--- src/rtl/iso_spi_bridge.sv ---
module iso_spi_bridge #(
  parameter int LOW_STEP  = 2,
  parameter int LOAD_FAST = 5,
  parameter int LOAD_SLOW = 8
) (
  input  logic clk,
  input  logic rst_n,
  input  logic p_sclk,
  input  logic p_mosi,
  input  logic p_ss_n,
  input  logic p_cfg_n,
  input  logic p_load,
  output logic p_miso,
  output logic p_miso_oe,
  output logic s_sclk,
  output logic s_mosi,
  output logic s_ss_n,
  output logic s_load,
  input  logic s_miso
);
  localparam int WL_W  = 6;
  localparam int DEPTH = 2 << WL_W;
  localparam int AW    = WL_W + 1;
  localparam int CNT_W = $clog2(1 + 3 * LOW_STEP) + 1;
  localparam int LD_W  = $clog2(LOAD_SLOW + 1);

  logic [4:0] sy0, sy1;
  logic sclk_q, cfg_q, load_q;
  always_ff @(posedge clk or negedge rst_n)
    if (!rst_n) begin
      sy0 <= 5'b01100; sy1 <= 5'b01100;
      sclk_q <= 1'b0; cfg_q <= 1'b1; load_q <= 1'b0;
    end else begin
      sy0 <= {p_load, p_cfg_n, p_ss_n, p_mosi, p_sclk};
      sy1 <= sy0;
      sclk_q <= sy1[0]; cfg_q <= sy1[3]; load_q <= sy1[4];
    end

  logic sclk_i, mosi_i, sel_act, cfg_act, rise, fall, cfg_done, load_rise;
  assign sclk_i    = sy1[0];
  assign mosi_i    = sy1[1];
  assign sel_act   = ~sy1[2];
  assign cfg_act   = ~sy1[3];
  assign rise      = sclk_i & ~sclk_q;
  assign fall      = ~sclk_i & sclk_q;
  assign cfg_done  = sy1[3] & ~cfg_q;
  assign load_rise = sy1[4] & ~load_q;

  logic [7:0]      cfg_sh;
  logic [1:0]      speed;
  logic [WL_W-1:0] wlen_m1;
  logic            fast;
  assign fast = speed[1];

  always_ff @(posedge clk or negedge rst_n)
    if (!rst_n) begin
      cfg_sh <= '0; speed <= 2'd0; wlen_m1 <= WL_W'(7);
    end else begin
      if (cfg_act && !sel_act && rise) cfg_sh <= {cfg_sh[6:0], mosi_i};
      if (cfg_done) begin
        speed   <= cfg_sh[7:6];
        wlen_m1 <= cfg_sh[5:0];
      end
    end

  logic fwd_vld, fwd_bit, rev_vld, rev_bit;
  always_ff @(posedge clk or negedge rst_n)
    if (!rst_n) begin
      fwd_vld <= 1'b0; fwd_bit <= 1'b0;
    end else begin
      fwd_vld <= sel_act & rise;
      fwd_bit <= mosi_i;
    end

  logic [DEPTH-1:0] mem;
  logic [AW-1:0]    wp, rp;
  always_ff @(posedge clk or negedge rst_n)
    if (!rst_n) begin
      mem <= '0; wp <= '0; rp <= AW'(DEPTH - 8);
    end else begin
      if (rev_vld) begin
        mem[wp] <= rev_bit;
        wp      <= wp + 1'b1;
      end
      if (cfg_done) rp <= wp - (AW'(cfg_sh[5:0]) + 1'b1);
      else if (sel_act && (fast ? rise : fall)) rp <= rp + 1'b1;
    end

  assign p_miso_oe = sel_act;
  assign p_miso    = sel_act & mem[rp];

  logic [CNT_W-1:0] low_cyc, cnt;
  logic busy, s_sclk_r, s_mosi_r, s_ss_r;
  assign low_cyc = CNT_W'(1 + LOW_STEP * (3 - int'(speed)));

  always_ff @(posedge clk or negedge rst_n)
    if (!rst_n) begin
      s_sclk_r <= 1'b0; s_mosi_r <= 1'b0; s_ss_r <= 1'b1;
      busy <= 1'b0; cnt <= '0; rev_vld <= 1'b0; rev_bit <= 1'b0;
    end else begin
      rev_vld <= 1'b0;
      if (fwd_vld) begin
        s_mosi_r <= fwd_bit; s_sclk_r <= 1'b0; s_ss_r <= 1'b0;
        cnt <= low_cyc; busy <= 1'b1;
      end else if (busy) begin
        if (cnt == CNT_W'(1)) begin
          s_sclk_r <= 1'b1; busy <= 1'b0;
          rev_vld <= 1'b1; rev_bit <= s_miso;
        end else cnt <= cnt - 1'b1;
      end else if (sel_act) s_ss_r <= 1'b0;
      else begin
        s_ss_r <= 1'b1; s_sclk_r <= 1'b0; s_mosi_r <= 1'b0;
      end
    end

  assign s_sclk = s_sclk_r;
  assign s_mosi = s_mosi_r;
  assign s_ss_n = s_ss_r;

  logic [LD_W-1:0] ld_cnt;
  always_ff @(posedge clk or negedge rst_n)
    if (!rst_n) ld_cnt <= '0;
    else if (load_rise) ld_cnt <= fast ? LD_W'(LOAD_FAST) : LD_W'(LOAD_SLOW);
    else if (ld_cnt != '0) ld_cnt <= ld_cnt - 1'b1;
  assign s_load = (ld_cnt != '0);
endmodule


--- config.mk ---
export PLATFORM = sky130hd
export DESIGN_NAME = iso_spi_bridge
export DESIGN_NICKNAME = d
export VERILOG_FILES = /design/src/rtl/iso_spi_bridge.sv
export SDC_FILE = /design/constraint.sdc
export NUM_CORES = 1
export LEC_CHECK = 0
export BUFFER_PORTS_ARGS = -buffer_cell sky130_fd_sc_hd__buf_4
export CAP_MARGIN = 15
export CORE_MARGIN = 2
export CORE_UTILIZATION = 45
export CTS_BUF_LIST = sky130_fd_sc_hd__clkbuf_8
export DETAILED_ROUTE_END_ITERATION = 16
export HOLD_SLACK_MARGIN = 0.05
export MAX_ROUTING_LAYER = met4
export PLACE_DENSITY = 0.6
export SETUP_SLACK_MARGIN = 0.05
export SYNTH_ARGS = -nofsm -noshare
export SYNTH_HDL_FRONTEND = slang
export SYNTH_SLANG_ARGS = --single-unit
--- constraint.sdc ---
create_clock -name clk -period 2.2 [get_ports clk]
set_clock_uncertainty 0.05 [all_clocks]
set_input_delay 0.22 -clock clk [delete_from_list [all_inputs] [get_ports clk]]
set_output_delay 0.22 -clock clk [all_outputs]
set_load 0.01 [all_outputs]
==> flow_summary_export.csv, run 1 <==
group,metric,value,unit
drt,drcViolationCount,0,
clock_tree,cts_buffers,17,
pwr,ir_drop,0.000724,V
floorplanning,start_util,45.9,%
drt,drt_iter0_drc,364,
critical_path,slowest_stage,"mux4_2",
yosys,synth_top_cell_area_share,47.8,%
critical_path,critical_path_class,"reg2out",
critical_path,cp_cell_sequence,"buf_12 > mux4_2 > mux4_2 > nor2_2 > nor2_1 > o32ai_2 > a21oi_2 > buf_4",
yosys,async_reset_ff_share,100,%
run,drv_cap,0,
floorplanning,die_y,145,µm
yosys,syn_inst,768,
run_status,violations,"setup timing",
yosys,synth-main-ff-cell,"dfrtp_1",
critical_path,cp.required,1.93,ns
yosys,ys_top_cells_by_area,"dfrtp_1 (48%), mux2_2 (17%), mux4_2 (6.5%)",
cells_and_area,syn2layout_area_growth,14.6,%
floorplanning,core_area,0.0195,mm²
yosys,synth.avg_cell_area,11.7,µm²
placement,place_area,0.00965,mm²
drt,postRouteAntennaNets,0,
pwr,power,9570,µW
pwr,swShare,33.6,%
critical_path,critical-path-max-stage-delay,0.50,ns
cells_and_area,drive_gt1_share,33.8,%
sta,rsz0062_at_grt,"true",
critical_path,critPathLaunchType,"register",
pwr,p_int,6360,µW
drt,wire_per_inst,18.1,µm
sta,maxClockFrequency,334,MHz
yosys,yosysMostFrequentCell,"dfrtp_1",
pwr,comb_power_share,33.8,%
placement,io_buffers,13,
sta,maxSlewHeadroom,65.3,%
yosys,synth-edff-count,0,
placement,dp.final_hpwl,13.6,mm
sta,period_needed,3.00,ns
critical_path,crit_top_cell,"mux4_2",
run_status,outcome,"complete, but fails checks",
sta,setup-violations-final,1,
clock_tree,tritoncts,"yes",
critical_path,end_kind,"output port",
yosys,synth_fp_nets,789,
yosys,yosys_warnings,0,
critical_path,cp.arrival,2.73,ns
pwr,p_clk_share,25.7,%
drt,vias_per_cell,5.37,
clock_tree,clock_path_buffers,2,
global_route,grt_max_degree,130,
critical_path,worstPathMaxFanout,6,
yosys,yosys-top-cells-count,"dfrtp_1 (171), mux2_2 (135), nand2_1 (114)",
clock_tree,clock_latency,0.47,ns
global_route,antenna_found_initial,0,
pwr,powerDensity,932,mW/mm²
floorplanning,fp.dieW,145,µm
clock_tree,clkTransAtPathRegs,0.09,ns
sta,tns,-0.796,ns
global_route,first_global_vias,6268,
cells_and_area,stdcell_area,0.0103,mm²
yosys,netlist.top_cell.by_area,"dfrtp_1",
yosys,synth-seq-cells,181,
sta,finalHoldViolations,0,
clock_tree,h-tree-depth,4,
placement,routabilityCongestion,0.854,
floorplanning,die_area,0.0211,mm²
pwr,power.leakage,0.00469,µW
sta,drv_slew,0,
pwr,power_frac_seq,40.5,%
placement,dp_slack,-0.457,ns
drt,dr_total_vias,5883,
clock_tree,cts_root_buf,"clkbuf_8",
drt,firstDrtPassIters,4,
pwr,p_sw,3210,µW
cells_and_area,insertedDiodeCount,0,
global_route,global_route.usage.total,20.6,%
critical_path,crit_buf_inv,2,
global_route,grt_pass1_wl,33.4,mm
yosys,synth_cell_types,46,
critical_path,crit_family,"multiplexers",
drt,wirelength,19.9,mm
sta,holdWs,0.168,ns
floorplanning,num_rows,51,
yosys,ys_seq_area_share,50.7,%
sta,timing.final.crit_share,136,%
cells_and_area,final_nets,839,
sta,fin_ws,-0.796,ns
floorplanning,ioPinCount,14,
clock_tree,cts_sinks,181,
yosys,netlist_area,0.00896,mm²
global_route,gr-total-overflow,0,
sta,worstMarginPinSlew,0.519,ns
min_path,hold_path_class,"in2async",
[cells by family (layout without fill, tap and decap cells)]
family,count (synthesis),count (layout),share of synthesized area [%]
multiplexers,187,187,26.4
AND/OR/NAND/NOR,251,251,12.2
AO/OA/AOI/OAI,54,54,3.77
flip-flops,181,181,50.7
adder cells (fa/ha/maj),13,13,1.90
buffers and inverters,62,125,3.09
XOR/XNOR,20,20,1.95
[metal layers]
layer	share of wire [%]	vias to the layer above	GRT usage, %	wire length [µm]
met4	2.2	0	6.86	432
met1	45	3006	25.8	8860
li1	-	2763	-	-
met2	51	84	34.5	10100
met3	2.7	30	3.30	531
met5	0	-	-	0
[state kept, by name, indices dropped and copies added (netlist names), 2 cells and up]
signal  count
sy0         5
ld_cnt      4
speed       2
cnt         4
wp          7
rp          7
cfg_sh      8
mem       128
sy1         5
[per-stage QoR]
stage | util [%] | std cells
4_1_cts | 52.0 | 1090
2_1_floorplan | - | 768
5_1_grt | 52.6 | 1096
3_3_place_gp | 49.4 | 1051
3_5_place_dp | 49.4 | 1051
6_report | 52.6 | 1096
[power by group through the flow]
| stage | combinational, µW | clock, µW | sequential [µW] |
|---|---|---|---|
| floorplan | 2090 | 0 | 3850 |
| finish | 3240 | 2460 | 3880 |
| global placement | 2960 | 0 | 3920 |
| CTS | 3070 | 2530 | 3860 |
| detailed placement | 3040 | 0 | 3930 |
| global route | 3550 | 2670 | 3910 |
[worst paths after layout]
kind                       slack (ns)      start  endpoint  depth (start not counted)
max                             -0.80      rp[0]    p_miso                          8
max reg2reg                      0.22  cfg_sh[0]     rp[6]                         10
min                              0.17      rst_n    sy1[1]                          2
min in group clk                 0.30     sy0[3]    sy1[3]                          0
min reg2reg                      0.30     sy0[3]    sy1[3]                          0
max in group asynchronous        1.17      rst_n   mem[15]                          3
[final cells by class]
cell class                      count  area, µm²
Tap cell                          265        332
Sequential cell                   181       4540
Fill cell                        1708       9260
Multi-Input combinational cell    525       4180
Inverter                           19       71.3
Clock buffer                       18        248
Timing Repair Buffer               74        709
Clock inverter                     14        185
[cell usage in the layout, fill, tap and decap left out, types with 3 or more instances in the layout]
cell type      netlist  layout
a211oi_1             4       3
a21oi_1             12      10
a22oi_1              7       7
and2_1               3       3
buf_12               0       7
buf_4                1      55
buf_6                3       3
bufinv_16            0       4
clkbuf_8             0      18
clkinvlp_4           0       3
dfrtp_1            171     169
dfstp_2             10      10
dlygate4sd3_1        0       7
ha_1                12      12
inv_1               19      22
mux2_2             135     135
mux2i_1             26      26
mux4_2              26      26
nand2_1            114     114
nand2b_1            10      10
nand3_1             10      10
nand4_1              4       4
nor2_1              72      70
nor2b_1             11      11
nor3_1              10      10
nor3b_1              3       3
o21a_1               3       3
o21ai_0             18      16
or2_2                3       3
xnor2_1             14      14
xor2_1               6       6
[timing repair]
item	4_1_cts	5_1_grt
hold buffers	7	0
cloned	0	1
pin swaps	2	4
endpoints found under the hold margin	184	0
buffers inserted	0	4
resized for setup	1	10
setup endpoints to repair	1	3
No activity file was read; power rests on OpenSTA's default activity.
==> run 2: changes to the inputs <==
Settings changed: ABC_AREA set to 1.
==> flow_summary_export.csv, run 2 <==
group,metric,value,unit
cells_and_area,layout_commonest_cell,"nand2_1",
yosys,synth_cell_types,33,
yosys,async_reset_ff_share,100,%
cells_and_area,mostFrequentLayoutCells,"nand2_1 (225), dfrtp_1 (170), a21oi_1 (118)",
yosys,yosysMostFrequentCell,"nand2_1",
sta,period_needed,2.59,ns
global_route,gr-total-overflow,0,
global_route,antenna_found_initial,0,
sta,fin_ws,-0.386,ns
yosys,synth.avg_cell_area,8.11,µm²
run,drv_cap,0,
clock_tree,h-tree-depth,4,
critical_path,end_kind,"output port",
pwr,comb_power_share,39.1,%
drt,drt_iter0_drc,734,
cells_and_area,insertedDiodeCount,0,
placement,dp_cells,1386,
pwr,p_sw,4000,µW
yosys,ys_seq_area_share,49.9,%
sta,holdWs,0.225,ns
placement,io_buffers,13,
yosys,syn_inst,1123,
critical_path,cp.required,1.93,ns
cells_and_area,stdcell_count,1439,
critical_path,crit_top_cell,"nand2_2",
yosys,yosys-top-cells-count,"nand2_1 (236), dfrtp_1 (171), a21oi_1 (119)",
clock_tree,clock_latency,0.47,ns
pwr,p_clk_share,23.3,%
critical_path,slowest_stage,"dfrtp_2",
yosys,synth_top_cell_area_share,47.0,%
drt,drcViolationCount,0,
yosys,synth_fp_nets,1144,
global_route,first_global_vias,7250,
cells_and_area,final_util,53.0,%
yosys,synth-seq-cells,181,
clock_tree,cts_buffers,17,
cells_and_area,largest_register_ffs,128,
sta,worstMarginPinSlew,0.541,ns
yosys,netlist_area,0.00911,mm²
sta,rsz0062_at_grt,"true",
clock_tree,tritoncts,"yes",
floorplanning,die_area,0.0214,mm²
critical_path,worstPathMaxFanout,7,
drt,postRouteAntennaNets,0,
sta,finalHoldViolations,0,
run_status,outcome,"complete, but fails checks",
yosys,synth-main-ff-cell,"dfrtp_1",
floorplanning,fp.dieW,146,µm
run_status,violations,"setup timing",
pwr,swShare,39.0,%
clock_tree,clkTransAtPathRegs,0.10,ns
pwr,powerDensity,966,mW/mm²
yosys,netlist.top_cell.by_area,"dfrtp_1",
sta,maxClockFrequency,387,MHz
drt,dr_total_vias,7729,
global_route,grt_pass1_wl,40.3,mm
yosys,ys_top_cells_by_area,"dfrtp_1 (47%), nand2_1 (9.7%), a21oi_1 (6.5%)",
drt,vias_per_cell,5.37,
critical_path,cp_cell_sequence,"clkinv_4 > buf_12 > buf_4 > nand2_2 > nand3_2 > nand3_2 > nand3_2 > nand2_2 > nand2_2 > nand2_2 > nor2_2 > nand2_1 > nand2_1 > nor2_2 > buf_6",
critical_path,cp.arrival,2.32,ns
clock_tree,cts_sinks,181,
sta,timing.final.crit_share,118,%
floorplanning,ioPinCount,14,
placement,dp.final_hpwl,15.2,mm
critical_path,critical_path_class,"reg2out",
clock_tree,clock_path_buffers,2,
floorplanning,die_y,146,µm
cells_and_area,biggestRegsByFlops,"mem x128, cfg_sh x8",
critical_path,critPathLaunchType,"register",
pwr,ir_drop,0.000432,V
floorplanning,core_area,0.0200,mm²
global_route,grt_max_degree,110,
floorplanning,num_rows,52,
cells_and_area,regMostFlops,"mem",
pwr,p_int,6260,µW
sta,drv_slew,0,
cells_and_area,final_nets,1177,
sta,setup-violations-final,1,
yosys,synth-edff-count,0,
cells_and_area,fill_cells,1973,
placement,routabilityCongestion,0.828,
sta,maxSlewHeadroom,63.9,%
min_path,hold_path_class,"in2async",
critical_path,critical-path-max-stage-delay,0.44,ns
drt,wirelength,24.9,mm
critical_path,crit_buf_inv,4,
pwr,power.leakage,0.00517,µW
global_route,global_route.usage.total,24.7,%
critical_path,crit_family,"simple AND/OR/NAND/NOR gates",
cells_and_area,drive_gt1_share,15.4,%
pwr,power_frac_seq,37.6,%
cells_and_area,syn2layout_area_growth,16.7,%
drt,wire_per_inst,17.3,µm
pwr,power,10300,µW
drt,firstDrtPassIters,5,
clock_tree,cts_root_buf,"clkbuf_8",
floorplanning,start_util,45.4,%
yosys,yosys_warnings,0,
sta,tns,-0.386,ns
run 2: what timing repair did:
action	4_1_cts	5_1_grt
gates cloned	4	0
hold buffers	7	0
resized for setup	18	36
setup endpoints to repair	1	1
endpoints found under the hold margin	57	0
pin swaps	8	20
setup buffers	10	1
run 2: cell families (layout without fill, tap and decap cells):
logic type	Yosys count	count (layout)	share of synthesized area [%]
xor+xnor	10	10	0.962
compound gates	281	281	17.2
mux	12	12	1.32
buf+inv	190	236	9.03
simple gates	436	436	19.8
fa+ha+maj	13	13	1.87
flops	181	181	49.9
run 2: metrics by stage:
stage               worst slack [ns]  instance area, µm²
detailed placement             0.121                9730
floorplan                      0.479                9110
global placement               0.103                9730
CTS                           -0.340               10500
finish                        -0.386               10600
global route                  -0.489               10600
run 2: area by class of cell:
type	count	area (µm²)	area share (%)
Clock buffer	17	234	2.20
Clock inverter	15	181	1.71
Inverter	113	429	4.04
Multi-Input combinational cell	752	3920	36.8
Sequential cell	181	4540	42.7
Tap cell	270	338	3.18
Timing Repair Buffer	91	986	9.28
run 2: worst paths after layout:
kind,from,to,slack [ns],cells after the start
min in group clk,sy0[0],sy1[0],0.31,0
min,rst_n,ld_cnt[2],0.23,2
max reg2reg,cfg_sh[0],rp[6],0.27,13
max,rp[0],p_miso,-0.39,15
min reg2reg,sy0[0],sy1[0],0.31,0
max in group asynchronous,rst_n,s_ss_n,1.17,3
run 2: power groups by stage:
| stage | combinational (µW) | clock, µW | sequential, µW |
|---|---|---|---|
| finish | 4010 | 2390 | 3860 |
| CTS | 3850 | 2460 | 3870 |
| global placement | 3440 | 0 | 3920 |
| global route | 4390 | 2580 | 3910 |
| detailed placement | 3460 | 0 | 3920 |
| floorplan | 2280 | 0 | 3850 |
run 2: worst reg2reg max path, cell delays in order, from the launching register on:
cell	delay (ns)
dfrtp_1	0.36
inv_1	0.08
ha_1	0.17
inv_1	0.05
fa_1	0.36
inv_1	0.09
nand3_1	0.07
nand2_1	0.09
nand2_1	0.07
nand2_1	0.06
a21oi_1	0.08
nand2_1	0.06
nand3_1	0.10
a22oi_1	0.17
run 2: metal layers:
metal	routed length [µm]	track usage (%)	part of all wire, %
met4	398	7.28	1.6
met3	1610	4.13	6.5
met2	11200	36.0	45
met1	11600	35.5	47
met5	0	-	0
==> run 3: changes to the inputs <==
Settings changed: CELL_PAD_IN_SITES_DETAIL_PLACEMENT set to 1, CELL_PAD_IN_SITES_GLOBAL_PLACEMENT set to 1, PLACE_DENSITY 0.6 to 0.75, REMOVE_ABC_BUFFERS set to 1.
==> flow_summary_export.csv, run 3 (synthesis gave the netlist of run 2 again) <==
group,metric,value,unit
sta,maxSlewHeadroom,66.6,%
global_route,first_global_vias,8287,
sta,finalHoldViolations,0,
clock_tree,tritoncts,"yes",
global_route,grt_pass1_wl,45.0,mm
floorplanning,start_util,45.4,%
sta,timing.final.crit_share,119,%
placement,routabilityCongestion,0.887,
critical_path,cp.required,1.93,ns
cells_and_area,regMostFlops,"mem",
sta,maxClockFrequency,383,MHz
cells_and_area,mostFrequentLayoutCells,"nand2_1 (226), dfrtp_1 (169), a21oi_1 (117)",
run_status,outcome,"complete, but fails checks",
clock_tree,cts_sinks,181,
cells_and_area,final_util,53.6,%
clock_tree,cts_root_buf,"clkbuf_8",
min_path,hold_path_class,"in2async",
placement,dp.final_hpwl,17.5,mm
pwr,power.leakage,0.00523,µW
critical_path,cp.arrival,2.34,ns
drt,drt_iter0_drc,552,
cells_and_area,insertedDiodeCount,0,
cells_and_area,final_nets,1174,
sta,holdWs,0.220,ns
global_route,global_route.usage.total,27.5,%
global_route,gr-total-overflow,0,
clock_tree,cts_buffers,17,
clock_tree,clock_latency,0.48,ns
floorplanning,core_area,0.0200,mm²
drt,vias_per_cell,5.65,
global_route,antenna_found_initial,0,
critical_path,rr_startpoint,"cfg_sh[0]",
floorplanning,fp.dieW,146,µm
floorplanning,ioPinCount,14,
sta,setup-violations-final,1,
sta,worstMarginPinSlew,0.499,ns
pwr,ir_drop,0.000513,V
clock_tree,clkTransAtPathRegs,0.09,ns
global_route,grt_max_degree,83,
sta,tns,-0.412,ns
drt,drcViolationCount,0,
cells_and_area,biggestRegsByFlops,"mem x128, cfg_sh x8",
clock_tree,h-tree-depth,4,
drt,wirelength,28.8,mm
clock_tree,clock_path_buffers,2,
sta,drv_slew,0,
placement,place_area,0.00970,mm²
placement,io_buffers,13,
critical_path,worstPathMaxFanout,11,
cells_and_area,syn2layout_area_growth,18.0,%
cells_and_area,layout_commonest_cell,"nand2_1",
sta,fin_ws,-0.412,ns
critical_path,reg2reg_slack,0.20,ns
critical_path,critical_path_class,"reg2out",
drt,wire_per_inst,20.1,µm
drt,postRouteAntennaNets,0,
pwr,power,10700,µW
run,drv_cap,0,
sta,rsz0062_at_grt,"true",
pwr,powerDensity,998,mW/mm²
drt,dr_total_vias,8114,
floorplanning,num_rows,52,
cells_and_area,largest_register_ffs,128,
critical_path,critPathLaunchType,"register",
floorplanning,die_area,0.0214,mm²
run_status,violations,"setup timing",
drt,firstDrtPassIters,6,
sta,period_needed,2.61,ns
cells_and_area,fill_cells,2431,
floorplanning,die_y,146,µm
cells_and_area,drive_gt1_share,16.4,%
critical_path,end_kind,"output port",
critical_path,reg2regPathDepth,13,
cells_and_area,stdcell_area,0.0107,mm²
critical_path,reg2reg_to,"rp[6]",
==> run 3: metrics by stage <==
step,worst slack (ns),instances
after floorplan,-0.810,1046
after global placement,0.174,1385
after detailed placement,0.161,1385
after CTS,-0.299,1428
after global routing,-0.497,1436
final,-0.412,1436
==> run 3: how the worst max path moves through the flow <==
stage          startpoint     end  slack, ns  cells after the start
2_1_floorplan       rp[0]  p_miso      -0.81                     10
3_3_place_gp        rp[1]  p_miso       0.17                     11
3_5_place_dp        rp[1]  p_miso       0.16                     11
4_1_cts             rp[1]  p_miso      -0.30                     10
5_1_grt             rp[0]  p_miso      -0.50                     14
6_report            rp[0]  p_miso      -0.41                     14
==> run 3: cell type report <==
class                           instances  area, µm²  share of cell area (%)
Sequential cell                       181       4540                    42.3
Multi-Input combinational cell        752       3980                    37.0
Timing Repair Buffer                   88        983                    9.15
Inverter                              113        439                    4.09
Tap cell                              270        338                    3.14
Clock buffer                           17        234                    2.18
Clock inverter                         15        226                    2.11
==> run 3: where the power goes <==
group          internal, µW  switching [µW]  total, µW
registers              3630             250       3880
clock network          1370            1300       2670
logic                  1480            2690       4170
total                  6480            4240      10700
==> run 3: critical path, stage by stage, from the launching register on <==
cell and delay (ns):
dfrtp_2 0.49, clkinv_8 0.15, buf_12 0.18, nand2_1 0.09, nand3_2 0.11, nand3_2 0.08
nand3_1 0.08, nand2_1 0.12, nand2_1 0.07, nand2_1 0.07, nor2_2 0.04, nand2_1 0.07
nand2_2 0.06, nor2_4 0.12, buf_6 0.11
==> run 3: metal layers <==
metal  up-vias  GRT usage, %  part of all wire (%)
met5         -             -                     0
met4         0          7.77                   2.1
met3        44          3.50                   4.9
met2       204          44.5                    48
met1      4060          36.8                    45
li1       3806             -                     -
==> run 3: what timing repair did <==
action / CTS / global route
setup buffers: 1 / 1
gates cloned: 3 / 8
endpoints found under the setup margin: 1 / 5
gates resized for setup: 14 / 64
hold buffers: 7 / 0
hold endpoints to repair: 65 / 0
pin swaps: 6 / 34
